### src/rtl/rxseq_pkg.sv
// Package: shared phase type and modem-state codes for the receive sequencer.
package rxseq_pkg;

    // Internal phase register encoding; wait and prepare share PH_COUNT.
    typedef enum logic [1:0] {
        PH_IDLE  = 2'd0,
        PH_COUNT = 2'd1,
        PH_MON   = 2'd2,
        PH_DEC   = 2'd3
    } phase_e;

    // Externally visible modem-state codes.
    localparam logic [2:0] MS_IDLE = 3'd0;
    localparam logic [2:0] MS_WAIT = 3'd1;
    localparam logic [2:0] MS_PREP = 3'd2;
    localparam logic [2:0] MS_MON  = 3'd3;
    localparam logic [2:0] MS_DEC  = 3'd4;

    // Number of final counts reserved for analog warm-up; also the wait floor.
    localparam int WARM_CNT = 3;

endpackage

### src/rtl/rxseq_wait_ctr.sv
// Module: rxseq_wait_ctr
// Wait countdown paced by the bit-clock enable. Loads the programmed value,
// raised to the warm-up floor, and counts down to zero.
// Assumes: WAIT_W is wide enough to hold WARM_CNT (at least 2 bits).
module rxseq_wait_ctr
    import rxseq_pkg::*;
#(
    parameter int WAIT_W = 8
) (
    input  logic              clk,
    input  logic              rst_n,
    input  logic              load_i,
    input  logic [WAIT_W-1:0] wait_i,
    input  logic              dec_i,
    output logic              warm_o,
    output logic              last_o
);

    localparam logic [WAIT_W-1:0] FLOOR = WAIT_W'(WARM_CNT);
    localparam logic [WAIT_W-1:0] ONE   = WAIT_W'(1);

    logic [WAIT_W-1:0] cnt_q;
    logic [WAIT_W-1:0] load_val;

    // Clamp the programmed value up to the warm-up floor.
    always_comb begin
        load_val = (wait_i < FLOOR) ? FLOOR : wait_i;
    end

    // Count register: load on start, step down on each enabled bit clock.
    always_ff @(posedge clk) begin
        if (!rst_n) begin
            cnt_q <= '0;
        end else if (load_i) begin
            cnt_q <= load_val;
        end else if (dec_i && (cnt_q != '0)) begin
            cnt_q <= cnt_q - ONE;
        end
    end

    // Decode the warm-up window and the final count.
    always_comb begin
        warm_o = (cnt_q != '0) && (cnt_q <= FLOOR);
        last_o = (cnt_q == ONE);
    end

endmodule

### src/rtl/rxseq_level_cmp.sv
// Module: rxseq_level_cmp
// Strict comparison of signal strength against the minimum level.
// Assumes: both operands are unsigned and of equal width.
module rxseq_level_cmp #(
    parameter int LVL_W = 4
) (
    input  logic [LVL_W-1:0] level_i,
    input  logic [LVL_W-1:0] min_i,
    output logic             above_o,
    output logic             below_o
);

    // Equal strength is neither above nor below.
    always_comb begin
        above_o = level_i > min_i;
        below_o = level_i < min_i;
    end

endmodule

### src/rtl/rxseq_frame_gate.sv
// Module: rxseq_frame_gate
// Captures the framing mode at start and tracks when the serial-to-parallel
// stage may run: after start-of-frame (standard) or the first bit (alternate).
// Assumes: arm_i and active_i are never high in the same cycle.
module rxseq_frame_gate (
    input  logic clk,
    input  logic rst_n,
    input  logic arm_i,
    input  logic std_i,
    input  logic active_i,
    input  logic sof_i,
    input  logic vld_i,
    output logic std_q_o,
    output logic s2p_en_o
);

    logic std_q;
    logic open_q;
    logic open_evt;

    // Event that opens the data path in the captured mode.
    always_comb begin
        open_evt = active_i && (std_q ? sof_i : vld_i);
    end

    // Mode capture and open flag; both restart on an accepted start.
    always_ff @(posedge clk) begin
        if (!rst_n) begin
            std_q  <= 1'b0;
            open_q <= 1'b0;
        end else if (arm_i) begin
            std_q  <= std_i;
            open_q <= 1'b0;
        end else if (open_evt) begin
            open_q <= 1'b1;
        end
    end

    // The enable only shows while decoding is active.
    always_comb begin
        std_q_o  = std_q;
        s2p_en_o = active_i && open_q;
    end

endmodule

### src/rtl/rxseq_done_flag.sv
// Module: rxseq_done_flag
// Sticky done flag with clear-on-pulse; set takes priority over clear.
// Assumes: set_i and clr_i are single-cycle pulses.
module rxseq_done_flag (
    input  logic clk,
    input  logic rst_n,
    input  logic set_i,
    input  logic clr_i,
    output logic flag_o
);

    logic flag_q;

    // Hold the flag until cleared, giving priority to a new set.
    always_ff @(posedge clk) begin
        if (!rst_n) begin
            flag_q <= 1'b0;
        end else if (set_i) begin
            flag_q <= 1'b1;
        end else if (clr_i) begin
            flag_q <= 1'b0;
        end
    end

    assign flag_o = flag_q;

endmodule

### src/rtl/rx_phase_seq.sv
// Module: rx_phase_seq
// Top of the receive phase sequencer: idle -> wait countdown (with warm-up
// on the last three counts) -> monitor -> decode -> idle.
// Assumes: decoder pulses are one cycle wide and synchronous to clk.
module rx_phase_seq
    import rxseq_pkg::*;
#(
    parameter int WAIT_W = 8,
    parameter int LVL_W  = 4
) (
    input  logic              clk,
    input  logic              rst_n,
    input  logic              start_i,
    input  logic              bit_en_i,
    input  logic [WAIT_W-1:0] wait_val_i,
    input  logic [LVL_W-1:0]  level_i,
    input  logic [LVL_W-1:0]  min_level_i,
    input  logic              std_mode_i,
    input  logic              sof_i,
    input  logic              eof_i,
    input  logic              bit_vld_i,
    input  logic              irq_clr_i,
    output logic              prep_en_o,
    output logic              mon_en_o,
    output logic              s2p_en_o,
    output logic [2:0]        modem_state_o,
    output logic              done_irq_o,
    output logic              idle_ret_o
);

    phase_e phase_q, phase_d;
    logic   start_ok;
    logic   cnt_dec;
    logic   cnt_warm;
    logic   cnt_last;
    logic   lvl_above;
    logic   lvl_below;
    logic   mode_std;
    logic   s2p_en;
    logic   dec_active;
    logic   term;
    logic   ret_q;

    rxseq_wait_ctr #(.WAIT_W(WAIT_W)) u_ctr (
        .clk    (clk),
        .rst_n  (rst_n),
        .load_i (start_ok),
        .wait_i (wait_val_i),
        .dec_i  (cnt_dec),
        .warm_o (cnt_warm),
        .last_o (cnt_last)
    );

    rxseq_level_cmp #(.LVL_W(LVL_W)) u_cmp (
        .level_i (level_i),
        .min_i   (min_level_i),
        .above_o (lvl_above),
        .below_o (lvl_below)
    );

    rxseq_frame_gate u_frame (
        .clk      (clk),
        .rst_n    (rst_n),
        .arm_i    (start_ok),
        .std_i    (std_mode_i),
        .active_i (dec_active),
        .sof_i    (sof_i),
        .vld_i    (bit_vld_i),
        .std_q_o  (mode_std),
        .s2p_en_o (s2p_en)
    );

    rxseq_done_flag u_flag (
        .clk    (clk),
        .rst_n  (rst_n),
        .set_i  (term),
        .clr_i  (irq_clr_i),
        .flag_o (done_irq_o)
    );

    // Qualify start, counter stepping and termination from the current phase.
    always_comb begin
        start_ok   = (phase_q == PH_IDLE) && start_i;
        cnt_dec    = (phase_q == PH_COUNT) && bit_en_i;
        dec_active = (phase_q == PH_DEC);
        term       = dec_active && (lvl_below || (mode_std && s2p_en && eof_i));
    end

    // Phase transition logic.
    always_comb begin
        phase_d = phase_q;
        unique case (phase_q)
            PH_IDLE:  if (start_ok)             phase_d = PH_COUNT;
            PH_COUNT: if (cnt_dec && cnt_last)  phase_d = PH_MON;
            PH_MON:   if (lvl_above)            phase_d = PH_DEC;
            PH_DEC:   if (term)                 phase_d = PH_IDLE;
            default:                            phase_d = PH_IDLE;
        endcase
    end

    // Phase register and idle-return pulse.
    always_ff @(posedge clk) begin
        if (!rst_n) begin
            phase_q <= PH_IDLE;
            ret_q   <= 1'b0;
        end else begin
            phase_q <= phase_d;
            ret_q   <= term;
        end
    end

    // Visible outputs derived from the phase and the warm-up window.
    always_comb begin
        prep_en_o  = (phase_q == PH_COUNT) && cnt_warm;
        mon_en_o   = (phase_q == PH_MON) || (phase_q == PH_DEC);
        s2p_en_o   = s2p_en;
        idle_ret_o = ret_q;
        unique case (phase_q)
            PH_IDLE:  modem_state_o = MS_IDLE;
            PH_COUNT: modem_state_o = cnt_warm ? MS_PREP : MS_WAIT;
            PH_MON:   modem_state_o = MS_MON;
            PH_DEC:   modem_state_o = MS_DEC;
            default:  modem_state_o = MS_IDLE;
        endcase
    end

endmodule

### config.mk
export PLATFORM = sky130hd
export DESIGN_NAME = rx_phase_seq
export DESIGN_NICKNAME = d
export VERILOG_FILES = /design/src/rtl/rxseq_pkg.sv /design/src/rtl/rxseq_wait_ctr.sv /design/src/rtl/rxseq_level_cmp.sv /design/src/rtl/rxseq_frame_gate.sv /design/src/rtl/rxseq_done_flag.sv /design/src/rtl/rx_phase_seq.sv
export SDC_FILE = /design/constraint.sdc
export NUM_CORES = 1
export LEC_CHECK = 0
export ABC_AREA = 1
export BUFFER_PORTS_ARGS = -buffer_cell sky130_fd_sc_hd__buf_2
export CAP_MARGIN = 10
export CORE_MARGIN = 5
export CORE_UTILIZATION = 52
export CTS_CLUSTER_SIZE = 20
export DETAILED_ROUTE_END_ITERATION = 8
export PLACE_DENSITY_LB_ADDON = 0.25
export REMOVE_ABC_BUFFERS = 1
export SETUP_SLACK_MARGIN = 0.1
export SYNTH_ARGS = -nofsm -noshare
export SYNTH_HDL_FRONTEND = slang
export SYNTH_HIERARCHICAL = 1
export SYNTH_SLANG_ARGS = --single-unit
### constraint.sdc
create_clock -name clk -period 1.9 [get_ports clk]
set_input_delay 0.19 -clock clk [delete_from_list [all_inputs] [get_ports clk]]
set_output_delay 0.19 -clock clk [all_outputs]
set_load 0.02 [all_outputs]
After elaboration in Yosys (flattened, before gate mapping)
Index checks and enable logic that the tools add are counted.
{"block": "word_totals", "register_bits": 14, "word_cells": 52, "out_inout_bits": 8}
{"block": "op_classes", "n_reduce_logical": 19, "addsub": 1, "n_eq_ne": 8, "bitwise_logic": 1, "mux": 13, "magnitude_cmp": 4}
{"cell": "$mux 8", "count": 3}
{"cell": "$pmux 3 s4", "count": 1}
{"cell": "$logic_and 1x1->1", "count": 11}
{"cell": "$mux 2", "count": 5}
{"cell": "$eq 8x1->1 const B", "count": 1}
{"cell": "$le 8x2->1 const B", "count": 1}
{"cell": "$lt 8x2->1 const B", "count": 1}
{"cell": "$ne 2x2->1 const B", "count": 4}
{"cell": "$pmux 2 s4", "count": 1}
{"cell": "$reduce_bool 8->1", "count": 1}
{"cell": "$sub 8x1->8 const B", "count": 1}
{"cell": "$eq 2x2->1 const B", "count": 2}
{"cell": "$gt 4x4->1", "count": 1}
{"cell": "$lt 4x4->1", "count": 1}
{"cell": "$reduce_and 4->1", "count": 1}
{"cell": "$reduce_bool 2->1", "count": 2}
{"cell": "$mux 1", "count": 3}
{"cell": "$eq 2x1->1 const B", "count": 1}
{"cell": "$logic_not 2->1", "count": 1}
{"cell": "$logic_or 1x1->1", "count": 2}
{"cell": "$reduce_or 2->1", "count": 1}
{"cell": "$not 1->1", "count": 1}

Longest topological paths before layout
{"block": "logic_depth", "ltp_word": 8, "depth_mapped": 14}

Modules after synthesis
Netlist, hierarchy kept.
{"mod": "rxseq_wait_ctr", "area_per_inst_um2": 640.6, "cells_each": 110, "instances": 1}
{"mod": "rx_phase_seq", "area_per_inst_um2": 305.3, "cells_each": 45, "instances": 1}
{"mod": "rxseq_level_cmp", "area_per_inst_um2": 115.1, "cells_each": 20, "instances": 1}
{"mod": "rxseq_frame_gate", "area_per_inst_um2": 108.9, "cells_each": 16, "instances": 1}
{"mod": "rxseq_done_flag", "area_per_inst_um2": 43.8, "cells_each": 6, "instances": 1}

Least setup slack after synthesis
OpenSTA, ideal clock, no wires.
{"block": "synth_path", "path_type": "register to output", "startpoint": "register u_ctr.cnt_q[0]", "endpoint": "output port modem_state_o[1]", "setup_slack_ps": 211, "arrival_time_ps": 1499, "path_stages_with_launch": 6, "path_buffers": 0, "required_ps": 1710, "path_cell_list": "dfxtp_1 > inv_1 > ha_1 > nor4_1 > nand2_1 > o21ai_0"}
{"block": "synth_between", "elab_chain_len": 4, "word_cells_on_any_way": 5, "cone_classes": "order compare: 1; mux: 2; reduce/logical: 2"}
{"element": "start, declared", "line": "rxseq_wait_ctr.sv:22", "source": "logic [WAIT_W-1:0] cnt_q;"}
{"element": "start signal, assigned", "line": "rxseq_wait_ctr.sv:35", "source": "cnt_q <= load_val;"}
{"element": "start signal, assigned", "line": "rxseq_wait_ctr.sv:37", "source": "cnt_q <= cnt_q - ONE;"}
{"element": "$le 8x2->1 or $reduce_bool 8->1 (tied branches)", "line": "rxseq_wait_ctr.sv:43", "source": "warm_o = (cnt_q != '0) && (cnt_q <= FLOOR);"}
{"element": "$logic_and 1x1->1 *", "line": "rxseq_wait_ctr.sv:43"}
{"element": "net cnt_warm", "line": "rx_phase_seq.sv:34", "source": "logic cnt_warm;"}
{"element": "$mux 2 *", "line": "rx_phase_seq.sv:120", "source": "PH_COUNT: modem_state_o = cnt_warm ? MS_PREP : MS_WAIT;"}
{"element": "$pmux 3 s4 *", "line": "rx_phase_seq.sv:118", "source": "unique case (phase_q)"}
{"element": "end, declared", "line": "rx_phase_seq.sv:26", "source": "output logic [2:0] modem_state_o,"}
Mark *: on every way through the listed nets, which the timed path passes. The rest lies on a longest branch.

Final worst setup path
{"block": "layout_path", "startpoint": "register u_ctr.cnt_q[1]", "endpoint": "output port modem_state_o[1]"}
Same word-level chain as after synthesis.

==> out/metrics.cfg <==
[status]
status = finished clean

[floorplan]
die_x_um = 58.3
die_height_um = 58.3
row_count = 17
core_sq_um = 2210
initial_core_util_pct = 54.9
die_area_sq_um = 3400
io_pins = 33

[clock_tree]
cts-root-buf = clkbuf_4
htree_num_levels = 1
cts_tree = built
ctsHoldBuffers = 0
clockBufferDepth = 2
clkTransAtPathRegs_ns = 0.08
cts_buffers = 3
clkSinkCount = 14
clk-insertion-delay-late_ns = 0.28

[synthesis]
synth_top_area_share_pct = 23.1
synth_cell_types = 28
postSynthCellCount = 197
synth.top_cells.by_area = dfxtp_1 (23%), nand2_1 (17%), ha_1 (12%)
synth.largest_area_cell = dfxtp_1
yosys_warnings = 6
synthesis.area_sq_um = 1210
ys_ff_latch = 14
synth_seq_area_share_pct = 23.1
syn_area_per_cell_sq_um = 6.16

[layout]
syn_to_final_growth_pct = 23.2
num-fill-cells = 209
finish.utilization_pct = 67.6
drive_gt1_share_pct = 28.1
antenna_cells = 0
finalNetCount = 273

[routing]
dr.pass1.iters = 4
post_drt_wl_per_cell_um = 10.2
wl_um = 2680
drc = 0
drt_iter0_drc = 44
vias_per_cell = 4.76
vias = 1252
antenna_left = 0

[critical_path]
cp_max_fo = 4
critPathLaunchType = flop
cp.required_ns = 1.71
end_kind = output pin
critPathLaunch = u_ctr/cnt_q[1]$_SDFFE_PN0P_
critical_path_class = flop to output pin
r2r_start = phase_q[0]$_SDFFE_PN0P_
cp_slowest_stage_delay_ns = 0.37
worstPathArrival_ns = 1.51
slowest_stage = dfxtp_1
path_cells = inv_2 -> ha_4 -> nor4_4 -> nand2_1 -> o21ai_1 -> buf_4
ff2ff_path_depth = 11

[timing]
slew_viol_final = 0
setup-tns-final_ns = 0
final.setup_skew_ns = 0.00301
fin_crit_sh_pct = 89.3
rsz0062_at_grt = no
min_period_ns = 1.70
max_freq_mhz = 589
slew_headroom_pct = 82.4
finalSetupViolations = 0
worst_pin_slew_ns = 0.264
finalHoldViolCount = 0

[worst_hold_path]
hold_path_depth = 4
holdCritStartpoint = irq_clr_i
hp-class = primary input to flop

[placed_design]
post-dp-hpwl_um = 2090
port_buffers = 32
routabilityCongestion = 0.809

[flow_run]
drv_cap = 0

[grt]
grt_max_degree = 14
grt_util_all_layers_pct = 16.5
grt_overflow = 0
grt_pass1_wl_um = 4440
grt_pass1_vias = 1072
grt_antenna_before_repair = 0

[power]
ir_drop_mv = 0.968
power.density_nw_per_um2 = 1420
power.leakage_nw = 0.833

==> synth_stat cells, drive strengths merged <==
| master | instances |
|---|---|
| dfxtp | 14 |
| and3 | 1 |
| ha | 12 |
| nor2 | 28 |
| inv | 39 |
| o31ai | 1 |
| o21bai | 1 |
| nor4 | 1 |
| nand2 | 58 |
| buf | 2 |
| o21ai | 9 |
| a21oi | 12 |
| nand3 | 12 |
| a31oi | 1 |
| or2 | 1 |
| nand4 | 1 |
| o21a | 1 |
| nand3b | 1 |
| and2 | 2 |
==> timing repair <==
action	CTS	global route
pin swaps	2	3
setup endpoints to repair	3	2
buffers inserted	2	0
gates resized for setup	3	9
==> power by group <==
group / switching, W / leakage [nW] / internal [W]
Clock: 0.0000994 / 0.0210 / 0.000117
Combinational: 0.000856 / 0.696 / 0.000543
Sequential: 0.000117 / 0.117 / 0.000395
==> logic make-up after synthesis <==
group / synth area share, %
AND/OR/NAND/NOR: 39.0
adder cells (fa/ha/maj): 12.4
flip-flops: 23.1
AO/OA/AOI/OAI: 12.3
buffers and inverters: 13.3
==> cells in the final DEF, fill, tap and decap left out, types with 2 or more instances in the layout <==
| master | n |
|---|---|
| and2_1 | 2 |
| nand2_2 | 3 |
| nand3_1 | 10 |
| o21ai_1 | 3 |
| a21oi_2 | 3 |
| nor2_2 | 5 |
| inv_1 | 35 |
| nand2_1 | 55 |
| buf_2 | 31 |
| nor2_1 | 22 |
| o21ai_0 | 5 |
| dfxtp_2 | 4 |
| buf_4 | 5 |
| a21oi_1 | 9 |
| inv_2 | 4 |
| ha_1 | 11 |
| clkbuf_4 | 3 |
| dfxtp_1 | 10 |
==> final cells by class <==
cell class	count	area, sq um	share of cell area [%]
tap	28	35.0	2.34
multi-input combinational	142	800	53.5
clock buffer	4	36.3	2.43
sequential	14	285	19.1
inverter	39	146	9.79
timing repair buffer	36	193	12.9
==> worst paths after layout <==
kind	end	slack, ns
worst min register to register	u_frame/open_q$_SDFFE_PP0P_	0.47
worst max register to register	u_ctr/cnt_q[0]$_SDFFE_PN0P_	0.36
worst min-delay path	u_flag/flag_o$_SDFFE_PN0P_	0.15
worst max-delay path	modem_state_o[1]	0.20
==> critical path: cells and delay by family (launching register included) <==
kind                     cells  cell delay, ns
AO/OA/AOI/OAI                1            0.14
adder cells (fa/ha/maj)      1            0.17
buffers and inverters        2            0.23
flip-flops                   1            0.37
AND/OR/NAND/NOR              2            0.32
==> registers in the layout, indices dropped and copies added, names as in the netlist <==
| register | flops |
|---|---|
| u_ctr/cnt_q | 8 |
| u_frame/std_q_o | 1 |
| phase_q | 2 |
| idle_ret_o | 1 |
| u_frame/open_q | 1 |
| u_flag/flag_o | 1 |
==> metrics by stage <==
| stage | power [W] | setup slack [ns] | hold slack, ns | instance area, sq um | std cells |
|---|---|---|---|---|---|
| 3_5_place_dp | 0.00177 | 0.252 | 0.452 | 1410 | 257 |
| 5_1_grt | 0.00234 | 0.109 | 0.169 | 1500 | 263 |
| 2_1_floorplan | 0.00147 | 0.211 | 0.288 | 1200 | 195 |
| 4_1_cts | 0.00205 | 0.110 | 0.145 | 1470 | 263 |
| 6_report | 0.00213 | 0.203 | 0.151 | 1500 | 263 |
| 3_3_place_gp | 0.00175 | 0.311 | 0.443 | 1410 | 257 |
==> routing by layer <==
metal / vias up / global-route usage [%] / wire (um)
met4: 0 / 3.31 / 12
met5: - / 0 / 0
met2: 33 / 25.7 / 1170
met3: 2 / 5.26 / 230
met1: 537 / 22.5 / 1270
li1: 680 / - / -
Note: power is estimated with default switching activity, not from simulation.
